## src/rtl/aper_pkg.sv

```systemverilog
package aper_pkg;
    localparam int APER_N  = 16;
    localparam int NIB_W   = 4;
    localparam int MAP_W   = APER_N * NIB_W;

    // word index inside one requester group
    localparam logic [2:0] W_SEL_LO = 3'd0;
    localparam logic [2:0] W_SEL_HI = 3'd1;
    localparam logic [2:0] W_OFF_LO = 3'd2;
    localparam logic [2:0] W_OFF_HI = 3'd3;
    localparam logic [2:0] W_BOOT   = 3'd4;
    localparam logic [2:0] W_UPD    = 3'd5;

    typedef enum logic {
        CM_IDLE  = 1'b0,
        CM_APPLY = 1'b1
    } commit_st_e;

    function automatic logic [MAP_W-1:0] ident_map();
        logic [MAP_W-1:0] v;
        for (int i = 0; i < APER_N; i++) begin
            v[i*NIB_W +: NIB_W] = NIB_W'(i);
        end
        return v;
    endfunction
endpackage

```

## src/rtl/aper_regbank.sv

```systemverilog
module aper_regbank
    import aper_pkg::*;
#(
    parameter bit         HAS_BOOT = 1'b0,
    parameter logic [1:0] BOOT_RST = 2'b11
) (
    input  logic             clk,
    input  logic             rst_n,
    input  logic             wr_en,
    input  logic [2:0]       wr_word,
    input  logic [31:0]      wr_data,
    input  logic [2:0]       rd_word,
    output logic [31:0]      rd_data,
    output logic [MAP_W-1:0] act_sel,
    output logic [MAP_W-1:0] act_off,
    output logic             boot_on
);
    localparam logic [MAP_W-1:0] OFF_RST = ident_map();

    commit_st_e       st_q, st_nx;
    logic [MAP_W-1:0] sh_sel, sh_off;
    logic [1:0]       boot_q;
    logic             upd_hit;

    assign upd_hit = wr_en && (wr_word == W_UPD) && (wr_data == 32'd1);

    // state register
    always_ff @(posedge clk or negedge rst_n) begin
        if (!rst_n) st_q <= CM_IDLE;
        else        st_q <= st_nx;
    end

    // next state
    always_comb begin
        st_nx = st_q;
        unique case (st_q)
            CM_IDLE:  st_nx = upd_hit ? CM_APPLY : CM_IDLE;
            CM_APPLY: st_nx = upd_hit ? CM_APPLY : CM_IDLE;
            default:  st_nx = CM_IDLE;
        endcase
    end

    // shadow registers
    always_ff @(posedge clk or negedge rst_n) begin
        if (!rst_n) begin
            sh_sel <= '0;
            sh_off <= OFF_RST;
        end else if (wr_en) begin
            unique case (wr_word)
                W_SEL_LO: sh_sel[31:0]  <= wr_data;
                W_SEL_HI: sh_sel[63:32] <= wr_data;
                W_OFF_LO: sh_off[31:0]  <= wr_data;
                W_OFF_HI: sh_off[63:32] <= wr_data;
                default:  ;
            endcase
        end
    end

    // active registers, driven by the commit state
    always_ff @(posedge clk or negedge rst_n) begin
        if (!rst_n) begin
            act_sel <= '0;
            act_off <= OFF_RST;
        end else if (st_q == CM_APPLY) begin
            act_sel <= sh_sel;
            act_off <= sh_off;
        end
    end

    generate
        if (HAS_BOOT) begin : g_boot
            always_ff @(posedge clk or negedge rst_n) begin
                if (!rst_n)                            boot_q <= BOOT_RST;
                else if (wr_en && wr_word == W_BOOT)   boot_q <= wr_data[1:0];
            end
        end else begin : g_noboot
            assign boot_q = 2'b00;
        end
    endgenerate

    assign boot_on = |boot_q;

    always_comb begin
        rd_data = '0;
        unique case (rd_word)
            W_SEL_LO: rd_data = sh_sel[31:0];
            W_SEL_HI: rd_data = sh_sel[63:32];
            W_OFF_LO: rd_data = sh_off[31:0];
            W_OFF_HI: rd_data = sh_off[63:32];
            W_BOOT:   rd_data = HAS_BOOT ? {30'd0, boot_q} : 32'd0;
            default:  rd_data = '0;
        endcase
    end

    assert_commit_copy_R4: assert property (@(posedge clk) disable iff (!rst_n)
        (st_q == CM_APPLY) |=> (act_sel == $past(sh_sel) && act_off == $past(sh_off)));

    assert_hold_idle_R3: assert property (@(posedge clk) disable iff (!rst_n)
        (st_q == CM_IDLE) |=> ($stable(act_sel) && $stable(act_off)));
endmodule

```

## src/rtl/aper_lookup.sv

```systemverilog
module aper_lookup
    import aper_pkg::*;
#(
    parameter int         ADDR_W    = 32,
    parameter int         NUM_TGT   = 10,
    parameter logic [3:0] BOOT_CODE = 4'd5
) (
    input  logic               valid,
    input  logic [ADDR_W-1:0]  addr,
    input  logic [MAP_W-1:0]   act_sel,
    input  logic [MAP_W-1:0]   act_off,
    input  logic               boot_on,
    output logic [NUM_TGT-1:0] tgt_sel,
    output logic               dec_err,
    output logic [ADDR_W-1:0]  xlat
);
    logic [NIB_W-1:0]   aper, code;
    logic [NUM_TGT-1:0] hot;
    logic               code_ok, mirror;

    assign aper   = addr[ADDR_W-1 -: NIB_W];
    assign mirror = boot_on && (aper == '0);

    always_comb begin
        if (mirror) begin
            code = BOOT_CODE;
            xlat = addr;
        end else begin
            code = act_sel[aper*NIB_W +: NIB_W];
            xlat = {act_off[aper*NIB_W +: NIB_W], addr[ADDR_W-NIB_W-1:0]};
        end
    end

    genvar t;
    generate
        for (t = 0; t < NUM_TGT; t++) begin : g_hot
            assign hot[t] = (code == NIB_W'(t + 1));
        end
    endgenerate

    assign code_ok = (code != '0) && (int'(code) <= NUM_TGT);
    assign tgt_sel = (valid && code_ok) ? hot : '0;
    assign dec_err = valid && !code_ok;

    always_comb begin
        assert_onehot_R5: assert ($onehot0(tgt_sel));
        assert_err_quiet_R6: assert (!(dec_err && (tgt_sel != '0)));
    end
endmodule

```

## src/rtl/aper_xbar_decoder.sv

```systemverilog
module aper_xbar_decoder
    import aper_pkg::*;
#(
    parameter int         NUM_REQ   = 12,
    parameter int         ADDR_W    = 32,
    parameter int         NUM_TGT   = 10,
    parameter int         BOOT_REQ  = 0,
    parameter logic [3:0] BOOT_CODE = 4'd5,
    localparam int        GRP_W     = $clog2(NUM_REQ),
    localparam int        WA_W      = GRP_W + 3
) (
    input  logic                       clk,
    input  logic                       rst_n,
    input  logic                       wr_en,
    input  logic [WA_W-1:0]            wr_addr,
    input  logic [31:0]                wr_data,
    input  logic [WA_W-1:0]            rd_addr,
    output logic [31:0]                rd_data,
    input  logic [NUM_REQ-1:0]         req_valid,
    input  logic [NUM_REQ*ADDR_W-1:0]  req_addr,
    output logic [NUM_REQ*NUM_TGT-1:0] tgt_sel,
    output logic [NUM_REQ-1:0]         dec_err,
    output logic [NUM_REQ*ADDR_W-1:0]  xlat_addr
);
    logic [GRP_W-1:0] wr_grp, rd_grp;
    logic [31:0]      rd_arr [NUM_REQ];

    assign wr_grp = wr_addr[WA_W-1:3];
    assign rd_grp = rd_addr[WA_W-1:3];

    genvar m;
    generate
        for (m = 0; m < NUM_REQ; m++) begin : g_req
            logic [MAP_W-1:0] a_sel, a_off;
            logic             b_on, hit;

            assign hit = wr_en && (wr_grp == GRP_W'(m));

            aper_regbank #(
                .HAS_BOOT (m == BOOT_REQ),
                .BOOT_RST (2'b11)
            ) i_bank (
                .clk     (clk),
                .rst_n   (rst_n),
                .wr_en   (hit),
                .wr_word (wr_addr[2:0]),
                .wr_data (wr_data),
                .rd_word (rd_addr[2:0]),
                .rd_data (rd_arr[m]),
                .act_sel (a_sel),
                .act_off (a_off),
                .boot_on (b_on)
            );

            aper_lookup #(
                .ADDR_W    (ADDR_W),
                .NUM_TGT   (NUM_TGT),
                .BOOT_CODE (BOOT_CODE)
            ) i_look (
                .valid   (req_valid[m]),
                .addr    (req_addr[m*ADDR_W +: ADDR_W]),
                .act_sel (a_sel),
                .act_off (a_off),
                .boot_on (b_on),
                .tgt_sel (tgt_sel[m*NUM_TGT +: NUM_TGT]),
                .dec_err (dec_err[m]),
                .xlat    (xlat_addr[m*ADDR_W +: ADDR_W])
            );

            assert_idle_quiet_R9: assert property (@(posedge clk) disable iff (!rst_n)
                !req_valid[m] |-> (tgt_sel[m*NUM_TGT +: NUM_TGT] == '0 && !dec_err[m]));

            assert_low_bits_R7: assert property (@(posedge clk) disable iff (!rst_n)
                req_valid[m] |-> (xlat_addr[m*ADDR_W +: ADDR_W-NIB_W]
                                  == req_addr[m*ADDR_W +: ADDR_W-NIB_W]));
        end
    endgenerate

    always_comb begin
        rd_data = '0;
        for (int i = 0; i < NUM_REQ; i++) begin
            if (rd_grp == GRP_W'(i)) rd_data = rd_arr[i];
        end
    end
endmodule

```

## config.mk

```make
export PLATFORM = sky130hd
export DESIGN_NAME = aper_xbar_decoder
export DESIGN_NICKNAME = d
export VERILOG_FILES = /design/src/rtl/aper_pkg.sv /design/src/rtl/aper_regbank.sv /design/src/rtl/aper_lookup.sv /design/src/rtl/aper_xbar_decoder.sv
export SDC_FILE = /design/constraint.sdc
export NUM_CORES = 2
export LEC_CHECK = 0
export ABC_CLOCK_PERIOD_IN_PS = 3300
export BUFFER_PORTS_ARGS = -buffer_cell sky130_fd_sc_hd__buf_2
export CORE_UTILIZATION = 51
export CTS_CLUSTER_SIZE = 30
export DETAILED_ROUTE_END_ITERATION = 10
export GPL_TIMING_DRIVEN = 0
export PLACE_DENSITY_LB_ADDON = 0.25
export SETUP_SLACK_MARGIN = 0.15
export SLEW_MARGIN = 20
export SYNTH_ARGS = -nofsm -noshare
export SYNTH_HDL_FRONTEND = slang
export SYNTH_SLANG_ARGS = --single-unit
```

## constraint.sdc

```tcl
create_clock -name clk -period 3.3 [get_ports clk]
set_input_delay 0.33 -clock clk [delete_from_list [all_inputs] [get_ports clk]]
set_output_delay 0.33 -clock clk [all_outputs]
set_load 0.005 [all_outputs]
```

==> results.ini <==
[outcome]
status=finished, violations left
violations=negative setup slack

[floorplanning]
rows=193
ioPinCount=993
chipHeight_um=530
die-width_um=530
dieArea_sq_mm=0.281
start_util=0.514
coreArea_sq_mm=0.277

[routing]
wire_per_inst_um=40.1
drt-total-wl_um=575000
vias=94300
ant_nets=0
drtIter0Drc=10300
viasPerCell=6.57
drtPass1Iterations=8
post-route-drc-count=0

[synth]
ys_ff_latch=3086
yosysMostFrequentCell=mux2_2
seq_area_frac_synth=0.549
yosysWarnings=0
synth_fa_ha_area_frac=0
yosysUniqueCellTypes=60
syn_area_sq_mm=0.142
synthFlopType=dfrtp_1
synth_top_cells_by_count=2907 x mux2_2, 2316 x dfrtp_1, 770 x dfstp_2
muxShareOfSynthArea=0.365
synth_compound_area_frac=0.0238
syn-instance-count=9065
synthTopCellsByArea=dfrtp_1 41%, mux2_2 23%, dfstp_2 14%
post-synth-top-area-fraction=0.407
yosys.area_share.simple=0.0216
syn_area_per_cell_sq_um=15.7
synth_top_family_by_area=multiplexers
synth_xor_area_frac=0
synth_enable_flop_cells=0
synth_nets=9510
async_flop_share=1.00
yosysTopAreaCell=dfrtp_1

[placement]
place_inst=13400
place_congestion=1.03
portBuffers=618
dp_hpwl_um=435000

[pwr]
peakVddDrop_uv=580
p_leak_nw=77.8
p_per_area_mw_per_mm2=518

[setup_path]
critPathMaxFanout=3
cp.arrival_ps=3820
worst_setup_path_end_kind=output port
slowest_delay_ps=630
critPathKind=register to output port
crit_chain=mux4_2 -> a32oi_4 -> nand4_1 -> or3_1 -> buf_2
worst_path_max_delay_cell=a32oi_4
required_ps=2970
startpoint_type=register

[cts]
htree_levels=5
clk_pin_slew_worst_paths_ps=60
cts_sinks=3086
root_buffer=clkbuf_16
clock_latency_ps=990
cts_buffer_depth=4
cts-buffers-inserted=340
tritoncts=done

[cells_and_area]
drive_gt1_frac=0.648
nets=10800
area_growth_pct=18.7
fillers=20700
post-route-util=0.610
fin_cells=14300

[grt]
grt_overflow=0
track_usage=0.409
grt_antenna_before_repair=140
grt_pass1_vias=94300
grt_max_degree=143
grt_pass1_wl_um=784000

[timing]
max_freq_mhz=241
finalClockSkew_ps=59.0
finalCritPeriodShare=1.26
holdWs_ps=67.7
hold_viol_final=0
setup-violations-final=121
rsz0062_at_grt=true
setup_slack_ps=-851
period_needed_ps=4150
max_slew.worst_pin.slew_ps=1280
relSlewSlack=0.144
finalMaxSlewViolations=0

[hold_path]
hp-class=primary input to register

[flow_run]
drv_cap=0

==> power by group <==
part,internal (mW),total [mW],switching (mW)
clock network,22.7,38.6,15.9
logic,3.14,7.75,4.61
registers,39.7,41.2,1.51
==> cells in the final DEF, fill, tap and decap left out, drive strengths merged, types with 36 or more instances in the layout <==
master	synthesis	layout
nand2	112	112
mux2	3076	3076
diode	0	60
clkinv	0	42
dfstp	770	770
clkbuf	488	1022
nand3	54	54
nor2b	36	36
buf	603	1477
nor3	47	47
mux4	760	760
a32oi	58	58
dfrtp	2316	2316
a21oi	72	72
nor2	115	115
a22oi	178	178
nand4	43	43
==> path summary, 6_finish.rpt <==
| path | start | to | slack [ps] | depth (start not counted) |
|---|---|---|---|---|
| setup reg to reg | g_req[1].i_bank.st_q$_DFF_PN0_ | g_req[1].i_bank.act_off[46]$_DFFE_PN0P_ | 890 | 3 |
| hold / removal | wr_addr[0] | g_req[0].i_bank.boot_q[1]$_DFFE_PN1P_ | 70 | 3 |
| setup / recovery | g_req[1].i_bank.sh_off[40]$_DFFE_PN0P_ | rd_data[8] | -850 | 5 |
| max in group asynchronous | rst_n | g_req[8].i_bank.sh_off[10]$_DFFE_PN0P_ | 560 | 12 |
| min in group asynchronous | rst_n | g_req[6].i_bank.sh_off[58]$_DFFE_PN1P_ | 80 | 6 |
| hold reg to reg | g_req[3].i_bank.sh_sel[2]$_DFFE_PN0P_ | g_req[3].i_bank.act_sel[2]$_DFFE_PN0P_ | 500 | 1 |
==> stage by stage <==
step	setup slack, ps	total power, mW	instance area (sq um)	setup TNS [ps]
3_5_place_dp	-2610	48.9	152000	-1050560
3_3_place_gp	-64840	48.2	150000	-
5_1_grt	-795	89.5	169000	-33230
4_1_cts	-670	87.4	168000	-20640
6_report	-851	87.6	169000	-28920
2_1_floorplan	716	44.6	142000	0
==> state kept, by name (all words and copies together), names as in the netlist <==
name and count:
g_req.i_bank.act_off 768, g_req.i_bank.act_sel 768, g_req.i_bank.st_q 12, g_req.i_bank.sh_off 768, g_req.i_bank.sh_sel 768, g_req.i_bank.boot_q 2
==> layer usage <==
metal / GRT usage / up-vias / wire length, um / part of all wire
li1: - / 36200 / - / -
met1: 0.529 / 51300 / 217000 / 0.38
met2: 0.594 / 5444 / 252000 / 0.44
met3: 0.133 / 1339 / 62700 / 0.11
met4: 0.260 / 38 / 43600 / 0.076
met5: 0 / - / 518 / 0.00090
==> repair_timing <==
item | 4_1_cts | 5_1_grt
setup buffers | 150 | 52
hold buffers | 15 | 0
hold endpoints to repair | 228 | 0
setup endpoints to repair | 850 | 371
cloned | 7 | 2
pin swaps | 192 | 141
gates resized for setup | 711 | 138
==> worst max-delay path, delay by kind of cell, from the launching register on <==
family / cells / cell delay (ps)
buf+inv: 1 / 150
compound gates: 1 / 630
simple gates: 2 / 1080
flops: 1 / 390
mux: 1 / 580
==> cell families (layout without fill, tap and decap cells) <==
family / count (synthesis) / after routing
buf+inv: 1102 / 2613
simple gates: 590 / 590
compound gates: 424 / 424
other cells: 0 / 60
mux: 3863 / 3863
flops: 3086 / 3086
==> area by class of cell <==
type / count / area, sq um / area share
Antenna cell: 60 / 150 / 0.000888
Tap cell: 3705 / 4640 / 0.0274
Clock inverter: 81 / 1130 / 0.00667
Timing Repair Buffer: 903 / 7200 / 0.0426
Sequential cell: 3086 / 78200 / 0.463
Buffer: 1090 / 6250 / 0.0369
Inverter: 11 / 41.3 / 0.000244
Multi-Input combinational cell: 4877 / 61500 / 0.364
Clock buffer: 528 / 9970 / 0.0590
Note: power is estimated with default switching activity, not from simulation.
